### src/rtl/gds_pkg.sv
package gds_pkg;

  typedef enum logic [3:0] {
    ST_OFF_DEAD, ST_OFF_S1, ST_OFF_WAIT, ST_OFF_S2, ST_OFF_S3,
    ST_ON_DEAD,  ST_ON_S1,  ST_ON_S2,    ST_ON_S3
  } seqState_t;

  // strobes from control to datapath
  typedef struct packed {
    logic clrStage;
    logic clrAge;
    logic setFault;
  } seqStrobe_t;

  // comparison results from datapath to control
  typedef struct packed {
    logic s1Done;
    logic puRelease;
    logic timedOut;
    logic dlyDone;
    logic dlyZero;
    logic minOnMet;
  } seqFlags_t;

endpackage

### src/rtl/gds_timer.sv
module gds_timer
  import gds_pkg::*;
#(
  parameter int CW = 8
) (
  input  logic          clk,
  input  logic          rstN,
  input  seqStrobe_t    strobe,
  input  logic [CW-1:0] cfgS1Len,
  input  logic [CW-1:0] cfgLead,
  input  logic [CW-1:0] cfgMinOn,
  input  logic [CW-1:0] cfgOffDelay,
  input  logic [CW-1:0] cfgTimeout,
  output seqFlags_t     flags,
  output logic          fault
);
  localparam int XW = CW + 1;
  localparam logic [XW-1:0] ONE = XW'(1);

  logic [CW-1:0] stageCnt, onAge;
  logic [XW-1:0] cntX, ageX;

  always_ff @(posedge clk or negedge rstN) begin
    if (!rstN) begin
      stageCnt <= '0;
      onAge    <= '0;
      fault    <= 1'b0;
    end else begin
      if (strobe.clrStage)      stageCnt <= '0;
      else if (stageCnt != '1)  stageCnt <= stageCnt + 1'b1;
      if (strobe.clrAge)        onAge <= '0;
      else if (onAge != '1)     onAge <= onAge + 1'b1;
      if (strobe.setFault)      fault <= 1'b1;
    end
  end

  assign cntX = {1'b0, stageCnt};
  assign ageX = {1'b0, onAge};

  // a stage of length N ends in the cycle where count+1 reaches N
  assign flags.s1Done    = (cntX + ONE) >= {1'b0, cfgS1Len};
  assign flags.puRelease = (cntX + {1'b0, cfgLead}) >= {1'b0, cfgS1Len};
  assign flags.timedOut  = (cntX + ONE) >= {1'b0, cfgTimeout};
  assign flags.dlyDone   = (cntX + ONE) >= {1'b0, cfgOffDelay};
  assign flags.dlyZero   = (cfgOffDelay == '0);
  assign flags.minOnMet  = (ageX + ONE) >= {1'b0, cfgMinOn};

endmodule

### src/rtl/gds_fsm.sv
module gds_fsm
  import gds_pkg::*;
(
  input  logic       clk,
  input  logic       rstN,
  input  logic       cmdOn,
  input  logic       gateAboveVth,
  input  logic       icPeak,
  input  logic       desatRise,
  input  logic       icFallEnd,
  input  logic       cfgThreshMode,
  input  logic       cfgSoftMode,
  input  seqFlags_t  flags,
  output seqStrobe_t strobe,
  output logic       pullUp,
  output logic       srcEn,
  output logic       pullDn,
  output logic       sinkEn,
  output logic [2:0] stage
);
  seqState_t state, nextState;
  logic faultNow;
  logic onS1Exit;

  always_ff @(posedge clk or negedge rstN) begin
    if (!rstN) state <= ST_OFF_S3;
    else       state <= nextState;
  end

  assign onS1Exit = cfgThreshMode ? gateAboveVth : flags.s1Done;

  always_comb begin
    nextState = state;
    faultNow  = 1'b0;
    unique case (state)
      ST_OFF_DEAD: nextState = ST_OFF_S1;
      ST_ON_DEAD:  nextState = ST_ON_S1;
      ST_OFF_S1: begin
        if (cmdOn) nextState = ST_ON_DEAD;
        else if (desatRise) begin
          if (cfgSoftMode)        nextState = ST_OFF_S3;
          else if (flags.dlyZero) nextState = ST_OFF_S2;
          else                    nextState = ST_OFF_WAIT;
        end else if (flags.timedOut) begin
          nextState = ST_OFF_S3;
          faultNow  = 1'b1;
        end
      end
      ST_OFF_WAIT: begin
        if (cmdOn)              nextState = ST_ON_DEAD;
        else if (flags.dlyDone) nextState = ST_OFF_S2;
      end
      ST_OFF_S2: begin
        if (cmdOn)          nextState = ST_ON_DEAD;
        else if (icFallEnd) nextState = ST_OFF_S3;
        else if (flags.timedOut) begin
          nextState = ST_OFF_S3;
          faultNow  = 1'b1;
        end
      end
      ST_OFF_S3: if (cmdOn) nextState = ST_ON_DEAD;
      ST_ON_S1, ST_ON_S2, ST_ON_S3: begin
        if (!cmdOn && flags.minOnMet) nextState = ST_OFF_DEAD;
        else if (state == ST_ON_S1) begin
          if (onS1Exit) nextState = cfgSoftMode ? ST_ON_S3 : ST_ON_S2;
          else if (cfgThreshMode && flags.timedOut) begin
            nextState = ST_ON_S3;
            faultNow  = 1'b1;
          end
        end else if (state == ST_ON_S2) begin
          if (icPeak) nextState = ST_ON_S3;
          else if (flags.timedOut) begin
            nextState = ST_ON_S3;
            faultNow  = 1'b1;
          end
        end
      end
      default: nextState = ST_OFF_S3;
    endcase
  end

  assign strobe.clrStage = (nextState != state);
  assign strobe.clrAge   = (nextState == ST_ON_S1) && (state != ST_ON_S1);
  assign strobe.setFault = faultNow;

  always_comb begin
    pullUp = ((state == ST_ON_S1) && (cfgThreshMode || !flags.puRelease))
             || (state == ST_ON_S3);
    srcEn  = (state == ST_ON_S2);
    pullDn = (state == ST_OFF_S1) || (state == ST_OFF_WAIT) || (state == ST_OFF_S3);
    sinkEn = (state == ST_OFF_S2);
    unique case (state)
      ST_OFF_DEAD:            stage = 3'b000;
      ST_OFF_S1, ST_OFF_WAIT: stage = 3'b001;
      ST_OFF_S2:              stage = 3'b010;
      ST_OFF_S3:              stage = 3'b011;
      ST_ON_DEAD:             stage = 3'b100;
      ST_ON_S1:               stage = 3'b101;
      ST_ON_S2:               stage = 3'b110;
      ST_ON_S3:               stage = 3'b111;
      default:                stage = 3'b011;
    endcase
  end

endmodule

### src/rtl/gds_sequencer.sv
module gds_sequencer
  import gds_pkg::*;
#(
  parameter int CW = 8
) (
  input  logic          clk,
  input  logic          rstN,
  input  logic          cmdOn,
  input  logic          gateAboveVth,
  input  logic          icPeak,
  input  logic          desatRise,
  input  logic          icFallEnd,
  input  logic          cfgThreshMode,
  input  logic          cfgSoftMode,
  input  logic [CW-1:0] cfgS1Len,
  input  logic [CW-1:0] cfgLead,
  input  logic [CW-1:0] cfgMinOn,
  input  logic [CW-1:0] cfgOffDelay,
  input  logic [CW-1:0] cfgTimeout,
  output logic          pullUp,
  output logic          srcEn,
  output logic          pullDn,
  output logic          sinkEn,
  output logic [2:0]    stage,
  output logic          fault
);
  seqStrobe_t strobe;
  seqFlags_t  flags;

  gds_fsm i_fsm (
    .clk, .rstN, .cmdOn, .gateAboveVth, .icPeak, .desatRise, .icFallEnd,
    .cfgThreshMode, .cfgSoftMode, .flags, .strobe,
    .pullUp, .srcEn, .pullDn, .sinkEn, .stage
  );

  gds_timer #(.CW(CW)) i_timer (
    .clk, .rstN, .strobe, .cfgS1Len, .cfgLead, .cfgMinOn,
    .cfgOffDelay, .cfgTimeout, .flags, .fault
  );

endmodule

### config.mk
export PLATFORM = sky130hd
export DESIGN_NAME = gds_sequencer
export DESIGN_NICKNAME = d
export VERILOG_FILES = /design/src/rtl/gds_pkg.sv /design/src/rtl/gds_timer.sv /design/src/rtl/gds_fsm.sv /design/src/rtl/gds_sequencer.sv
export SDC_FILE = /design/constraint.sdc
export NUM_CORES = 1
export LEC_CHECK = 0
export BUFFER_PORTS_ARGS = -buffer_cell sky130_fd_sc_hd__buf_2
export CORE_MARGIN = 3
export CORE_UTILIZATION = 46
export DETAILED_ROUTE_END_ITERATION = 8
export HOLD_SLACK_MARGIN = 0.15
export PLACE_DENSITY = 0.69
export SETUP_SLACK_MARGIN = 0.1
export SYNTH_ARGS = -nofsm -noshare
export SYNTH_HDL_FRONTEND = slang
export SYNTH_SLANG_ARGS = --single-unit
### constraint.sdc
create_clock -name clk -period 3.34 [get_ports clk]
set_input_delay 0.334 -clock clk [delete_from_list [all_inputs] [get_ports clk]]
set_output_delay 0.334 -clock clk [all_outputs]
set_load 0.01 [all_outputs]
==> summary.md, run 1 <==
| Metric | Value |
|---|---|
| I/O pin count | 57 |
| Row count | 29 |
| Clk sinks | 21 |
| Layout cells sized above 1 | 37.0% |
| CTS tree | done |
| Max Cap Viol | 0 |
| Slowest stage delay, CP | 0.37 ns |
| Worst relative slew slack | 67.9% |
| H-tree levels | 1 |
| Global-route wire length before repair | 14900 µm |
| Critical path, cell by cell | and4_4 > nand4_1 > xnor2_2 > ha_1 > and3_4 > a221o_1 > nand2b_4 > o41a_1 > o311a_1 > mux2_4 > o21ai_4 > buf_12 > nor3_2 |
| IO buf count | 56 |
| Most frequent cells in the layout | 61 x buf_4, 56 x buf_2, 49 x ha_1 |
| Floorplan Core Area | 6420 µm² |
| Area Overhead vs Synth | 40.0% |
| Final min period | 3.50 ns |
| Number of DRC markers in iteration 0 | 177 |
| Hold WC Path Type | register to register |
| Top cell type's share of synthesized area | 21.8% |
| Total grt overflow | 0 |
| DP HPWL | 7100 µm |
| #FFs+latches synth | 21 |
| CP max FO | 8 |
| Setup CP Type | register to register |
| Die span in x | 88.1 µm |
| N_diodes | 0 |
| Cell Area, Synth | 3100 µm² |
| Violated checks | setup timing |
| Setup crit start kind | register |
| Pre-CTS setup slack | -0.104 ns |
| Placer Congestion | 0.920 |
| Outcome | finished, violations left |
| Num CTS Buffers | 3 |
| Avg Cell Area, Syn | 8.16 µm² |
| Post-Route WL | 9500 µm |
| Final Hold Viols | 0 |
| Global Route Usage Sum | 23.8% |
| Synth Net Count | 484 |
| Number of flops mapped to enable cells by yosys | 0 |
| Largest net degree at the start of global routing | 22 |
| Die area | 7760 µm² |
| Detailed-route via count | 3334 |
| Clock insertion delay at the later pin of the skew report | 0.25 ns |
| Worst path required time | 3.48 ns |
| Post-Route Utilization | 67.6% |
| Pwr Total | 0.00256 W |
| Worst slew pin tran | 0.481 ns |
| Root Driver | clkbuf_8 |
| Final #Nets | 605 |
| CTS max path bufs | 2 |
| Die height | 88.1 µm |
| Final setup vio count | 10 |
| Critical path's slowest cell | o41a_1 |
| Max Slew Vio Count | 0 |
| Final instance area | 4340 µm² |
| Area contributors post-synth | ha_1 22%, dfrtp_1 16%, inv_1 5.7% |
| Ys async rst share | 100% |
| Fmax | 286 MHz |
| Largest area contributor in the netlist | ha_1 |
| Cell Pwr Density | 590 nW/µm² |
| Post-synthesis cell count | 380 |
| Number of global-route vias before repair | 3233 |
| Final Worst Setup Slack | -0.155 ns |
| Register area share after synthesis | 17.0% |
| Most common cell after layout, fill and taps aside | buf_4 |
| Syn. warnings | 0 |
| Wire per inst | 16.5 µm |
| Pleak | 2.28 nW |
| Clk slew on worst S/H paths | 0.07 ns |
| Most used DFF post-synth | dfrtp_1 |
| Initial antenna violation count | 0 |
| Post-route ant nets | 0 |
| Initial Util | 48.3% |
| Critical Path End Type | register |
| Final Skew | 0.00513 ns |
| VDD IR max | 0.502 mV |
| Synth cell types | 68 |
| RSZ-0062 raised after global routing | yes |
| Average vias per placed instance | 5.78 |
| Fill count | 572 |
| DRC viols | 0 |
| Tcrit/Tclk final | 105% |
| CP arrival | 3.63 ns |
| TritonRoute pass-1 iters | 5 |
| Placed cell areas | 3830 µm² |
| WHS | 0.482 ns |
path summary, 6_finish.rpt:
path	startpoint	to	slack (ns)	cells after the start
worst max-delay path	i_timer.stageCnt[3]	i_timer.stageCnt[4]	-0.16	13
worst min-delay path	i_timer.fault	i_timer.fault	0.48	1
worst max register to register	i_timer.stageCnt[3]	i_timer.stageCnt[4]	-0.16	13
worst min register to register	i_timer.fault	i_timer.fault	0.48	1
max in group asynchronous	rstN	i_timer.stageCnt[1]	2.42	2
min in group asynchronous	rstN	i_fsm.state[0]	0.57	2
synthesized netlist by cell type (5+ instances only):
cell / n
inv_1: 47
nand3_1: 14
a21oi_1: 25
nand2b_1: 6
nor3_1: 9
nor2_1: 23
mux2i_1: 5
a31oi_1: 7
a21o_1: 6
nand2_1: 23
o21a_1: 9
clkbuf_1: 5
xnor2_1: 14
o21bai_1: 5
ha_1: 54
nand4_1: 6
dfrtp_1: 20
nor2b_1: 8
o21ai_0: 12
xor2_1: 6
and3_1: 5
state kept, by name, summed over array words and instances, names as in the netlist:
| signal | cells |
|---|---|
| i_timer.onAge | 8 |
| i_timer.stageCnt | 8 |
| i_fsm.state | 4 |
| i_timer.fault | 1 |
power by group:
group          switching (W)  leakage, nW  internal [W]  total, W
Combinational        0.00103         1.98      0.000935   0.00196
Clock              0.0000744       0.0228     0.0000846  0.000159
Sequential          0.000109        0.274      0.000333  0.000441
per-stage QoR:
stage	std cells	setup TNS [ns]
6_report	577	-1.33
5_1_grt	577	-3.56
4_1_cts	566	-0.603
3_5_place_dp	553	-0.788
3_3_place_gp	553	-0.0427
2_1_floorplan	380	0
final cells by class:
type	count	area (µm²)	share of cell area [%]
multi-input combinational	304	2670	61.5
clock buffer	4	45.0	1.04
inverter	47	176	4.07
sequential	21	529	12.2
timing repair buffer	124	825	19.0
tap	77	96.3	2.22
kinds of logic after synthesis:
logic type | Yosys count | share of synthesized area (%)
simple gates | 121 | 22.4
compound gates | 102 | 23.7
buf+inv | 55 | 6.78
fa+ha+maj | 55 | 22.4
flops | 21 | 17.0
xor+xnor | 20 | 5.65
mux | 6 | 2.10
what timing repair did:
action / CTS / global route
hold buffers: 1 / 0
endpoints found under the setup margin: 17 / 18
gates resized for setup: 16 / 39
pin swaps: 8 / 23
hold endpoints to repair: 20 / 0
buffers inserted: 8 / 11
critical path: cells and delay by family (launching register included):
family	cells	cell delay [ns]
compound gates	4	1.23
xor+xnor	1	0.27
fa+ha+maj	1	0.29
buf+inv	1	0.15
flops	1	0.36
mux	1	0.28
simple gates	5	0.81
layer usage:
metal	track usage [%]	vias up	wire, µm
met3	0.753	16	440
li1	-	1630	-
met4	4.12	0	138
met5	0	-	0
met1	33.3	1576	4220
met2	41.5	112	4700
Power figures use the tool's default switching activity.
==> inputs of run 2 (changes only) <==
--- a/config.mk
+++ b/config.mk
@@ -5,7 +5,7 @@
 export SDC_FILE = /design/constraint.sdc
 export NUM_CORES = 1
 export LEC_CHECK = 0
-export BUFFER_PORTS_ARGS = -buffer_cell sky130_fd_sc_hd__buf_2
+export BUFFER_PORTS_ARGS = -buffer_cell sky130_fd_sc_hd__buf_4
 export CORE_MARGIN = 3
 export CORE_UTILIZATION = 46
 export DETAILED_ROUTE_END_ITERATION = 8
==> run 2 against run 1 <==
Effect of this change: the flow still finishes with violations (setup timing); final cell count is 2.1% lower; core utilization is 2.5 points higher; worst hold slack better by 0.0084 ns; clock skew is 0.00055 ns lower; via count is 0.48% lower; non-clock buffer count is 12 lower; largest cell class unchanged; count of clock-buffer cells in the layout is 1 lower; sequential share of layout area is 0.47 points lower; combinational power is 12% higher.
==> summary.md, run 2 (synthesis gave the netlist of run 1 again) <==
| Metric | Value |
|---|---|
| Critical path, cell by cell | buf_6 > ha_4 > fa_1 > ha_1 > nor2b_1 > o21a_1 > o21a_1 > o21a_1 > o21a_1 > o21a_1 > o21a_1 > o21ai_2 > buf_6 |
| Cell repeated most along the worst path | o21a_1 |
| Largest net degree at the start of global routing | 22 (unchanged) |
| Num CTS Buffers | 3 (unchanged) |
| FF/Latch Area | 528 µm² (-0.24%) |
| Post-Route WL | 9420 µm (-0.94%) |
| Critical Path End Type | output pin |
| Fmax | 293 MHz (+2.5%) |
| Post-route ant nets | 0 (unchanged) |
| Number of global-route vias before repair | 3232 (-0.031%) |
| Gate power share | 78.0% (+1.5 points) |
| I/O pin count | 57 (unchanged) |
| Violated checks | setup timing |
| Clock network power share | 5.9% (-0.3 points) |
| Placer Congestion | 0.974 (+5.9%) |
| Global Route Usage Sum | 23.9% (+0.11 points) |
| Top flop regs | i_timer.onAge x8, i_timer.stageCnt x8, i_fsm.state x4 |
| IO buf count | 56 (unchanged) |
| Delay-heaviest family, CP | compound AO/OA/AOI/OAI gates |
| Area Overhead vs Synth | 45.2% |
| DRC viols | 0 (unchanged) |
| Outcome | finished, violations left |
| Final #Nets | 593 (-2.0%) |
| Max Cap Viol | 0 (unchanged) |
| Final Worst Setup Slack | -0.0689 ns (+0.0865 ns) |
| Tcrit/Tclk final | 102% (-2.6 points) |
| DP HPWL | 7250 µm (+2.1%) |
| Most common cell after layout, fill and taps aside | buf_4 |
| Row count | 29 (unchanged) |
| Die span in x | 88.1 µm (unchanged) |
| Switching share of power | 46.7% (-0.52 points) |
| Max Slew Vio Count | 0 (unchanged) |
| H-tree levels | 1 (unchanged) |
| Average vias per placed instance | 5.87 (+1.6%) |
| Multi-input logic area | 2750 µm² (+3.2%) |
| Critical path's slowest cell | fa_1 |
| Cell Pwr Density | 627 nW/µm² (+6.2%) |
| Setup CP Type | register to output pin |
| Final min period | 3.41 ns (-0.0865 ns) |
| Die height | 88.1 µm (unchanged) |
| Clock insertion delay at the later pin of the skew report | 0.26 ns (about the same) |
| RSZ-0062 raised after global routing | yes |
| Clk sinks | 21 (unchanged) |
| Initial antenna violation count | 0 (unchanged) |
| Final setup vio count | 15 (+5) |
| VDD IR max | 0.664 mV (+32%) |
| Switch Pwr | 0.00132 W (+8.9%) |
| Worst relative slew slack | 64.2% (-3.7 points) |
| Total grt overflow | 0 (unchanged) |
| Layout cells sized above 1 | 38.7% (+1.7 points) |
| CP max FO | 2 (-6) |
| TritonRoute pass-1 iters | 5 (unchanged) |
| WHS | 0.490 ns (+0.00836 ns) |
| Seq pwr share | 16.1% (-1.1 points) |
| Most frequent cells in the layout | 103 x buf_4, 49 x ha_1, 47 x inv_1 |
| Number of DRC markers in iteration 0 | 128 (-28%) |
| CP arrival | 3.07 ns (-0.56 ns) |
| Initial Util | 48.3% (unchanged) |
| Final instance area | 4500 µm² (+3.7%) |
| Floorplan Core Area | 6420 µm² (unchanged) |
| Clk slew on worst S/H paths | 0.08 ns (about the same) |
| Critical path buffer and inverter count | 2 (+1) |
| Hold WC Path Type | primary input to asynchronous set/reset pin |
| Internal | 0.00150 W (+11%) |
| Root Driver | clkbuf_8 |
| Worst path required time | 3.01 ns (-0.47 ns) |
| Die area | 7760 µm² (unchanged) |
| Global-route wire length before repair | 14900 µm (unchanged) |
| Placed cell areas | 3920 µm² (+2.3%) |
| Final Skew | 0.00457 ns (-0.000555 ns) |
| Wire per inst | 16.7 µm (+1.2%) |
| Worst slew pin tran | 0.534 ns (+0.0529 ns) |
| Detailed-route via count | 3318 (-0.48%) |
| Fill count | 510 (-11%) |
| Slowest stage delay, CP | 0.45 ns (+0.08 ns) |
| Setup crit start kind | register |
| N_diodes | 0 (unchanged) |
| Pleak | 2.29 nW (+0.62%) |
| CTS max path bufs | 2 (unchanged) |
| Final Hold Viols | 0 (unchanged) |
| TNS Setup | -0.508 ns (+0.821 ns) |
| CTS tree | done |
run 2: changes by cell type in the layout (fill, tap and decap cells not counted), sizes merged:
cell | previous run | this run
buf | 123 | 111
clkbuf | 4 | 3
clkinv | 0 | 1
run 2: area by class of cell:
cell class | count | share of cell area (%)
Clock inverter | 1 | 0.111
Tap cell | 77 | 2.14
Clock buffer | 3 | 0.917
Multi-Input combinational cell | 304 | 61.2
Sequential cell | 21 | 11.7
Inverter | 47 | 3.92
Timing Repair Buffer | 112 | 20.0
run 2: worst paths after layout:
path,to,slack (ns),depth (start not counted),startpoint
max,pullUp,-0.07,13,i_timer.stageCnt[0]
min,i_timer.onAge[6],0.49,2,rstN
max reg2reg,i_timer.stageCnt[4],-0.05,13,i_timer.stageCnt[4]
min reg2reg,i_timer.fault,0.51,1,i_timer.fault
max in group asynchronous,i_fsm.state[2],2.57,2,rstN
min in group clk,i_timer.fault,0.51,1,i_timer.fault
run 2: power by group through the flow:
stage | combinational (W) | sequential, W | clock, W
floorplan | 0.00109 | 0.000420 | 0
finish | 0.00220 | 0.000454 | 0.000167
detailed placement | 0.00162 | 0.000447 | 0
global route | 0.00242 | 0.000464 | 0.000181
global placement | 0.00159 | 0.000442 | 0
CTS | 0.00187 | 0.000443 | 0.000172
run 2: stage by stage:
| stage | setup slack, ns | instances | total power (W) | utilization (%) |
|---|---|---|---|---|
| after floorplan | 0.0104 | 380 | 0.00151 | - |
| after global placement | -0.0773 | 546 | 0.00203 | 61.0 |
| after detailed placement | -0.178 | 546 | 0.00207 | 61.0 |
| after CTS | -0.0967 | 560 | 0.00248 | 65.0 |
| after global routing | -0.222 | 565 | 0.00306 | 70.1 |
| final | -0.0689 | 565 | 0.00282 | 70.1 |
run 2: metal layers:
metal,vias to the layer above,track usage (%),part of all wire [%]
li1,1604,-,-
met1,1573,32.2,43
met2,121,42.1,49
met3,20,1.88,5.5
met4,0,4.67,2.1
met5,-,0,0
run 2: timing repair:
item / 4_1_cts / 5_1_grt
pin swaps: 17 / 20
resized for setup: 21 / 53
cloned: 0 / 0
hold endpoints to repair: 20 / 0
setup endpoints to repair: 17 / 17
hold buffers: 1 / 0
buffers inserted: 10 / 5
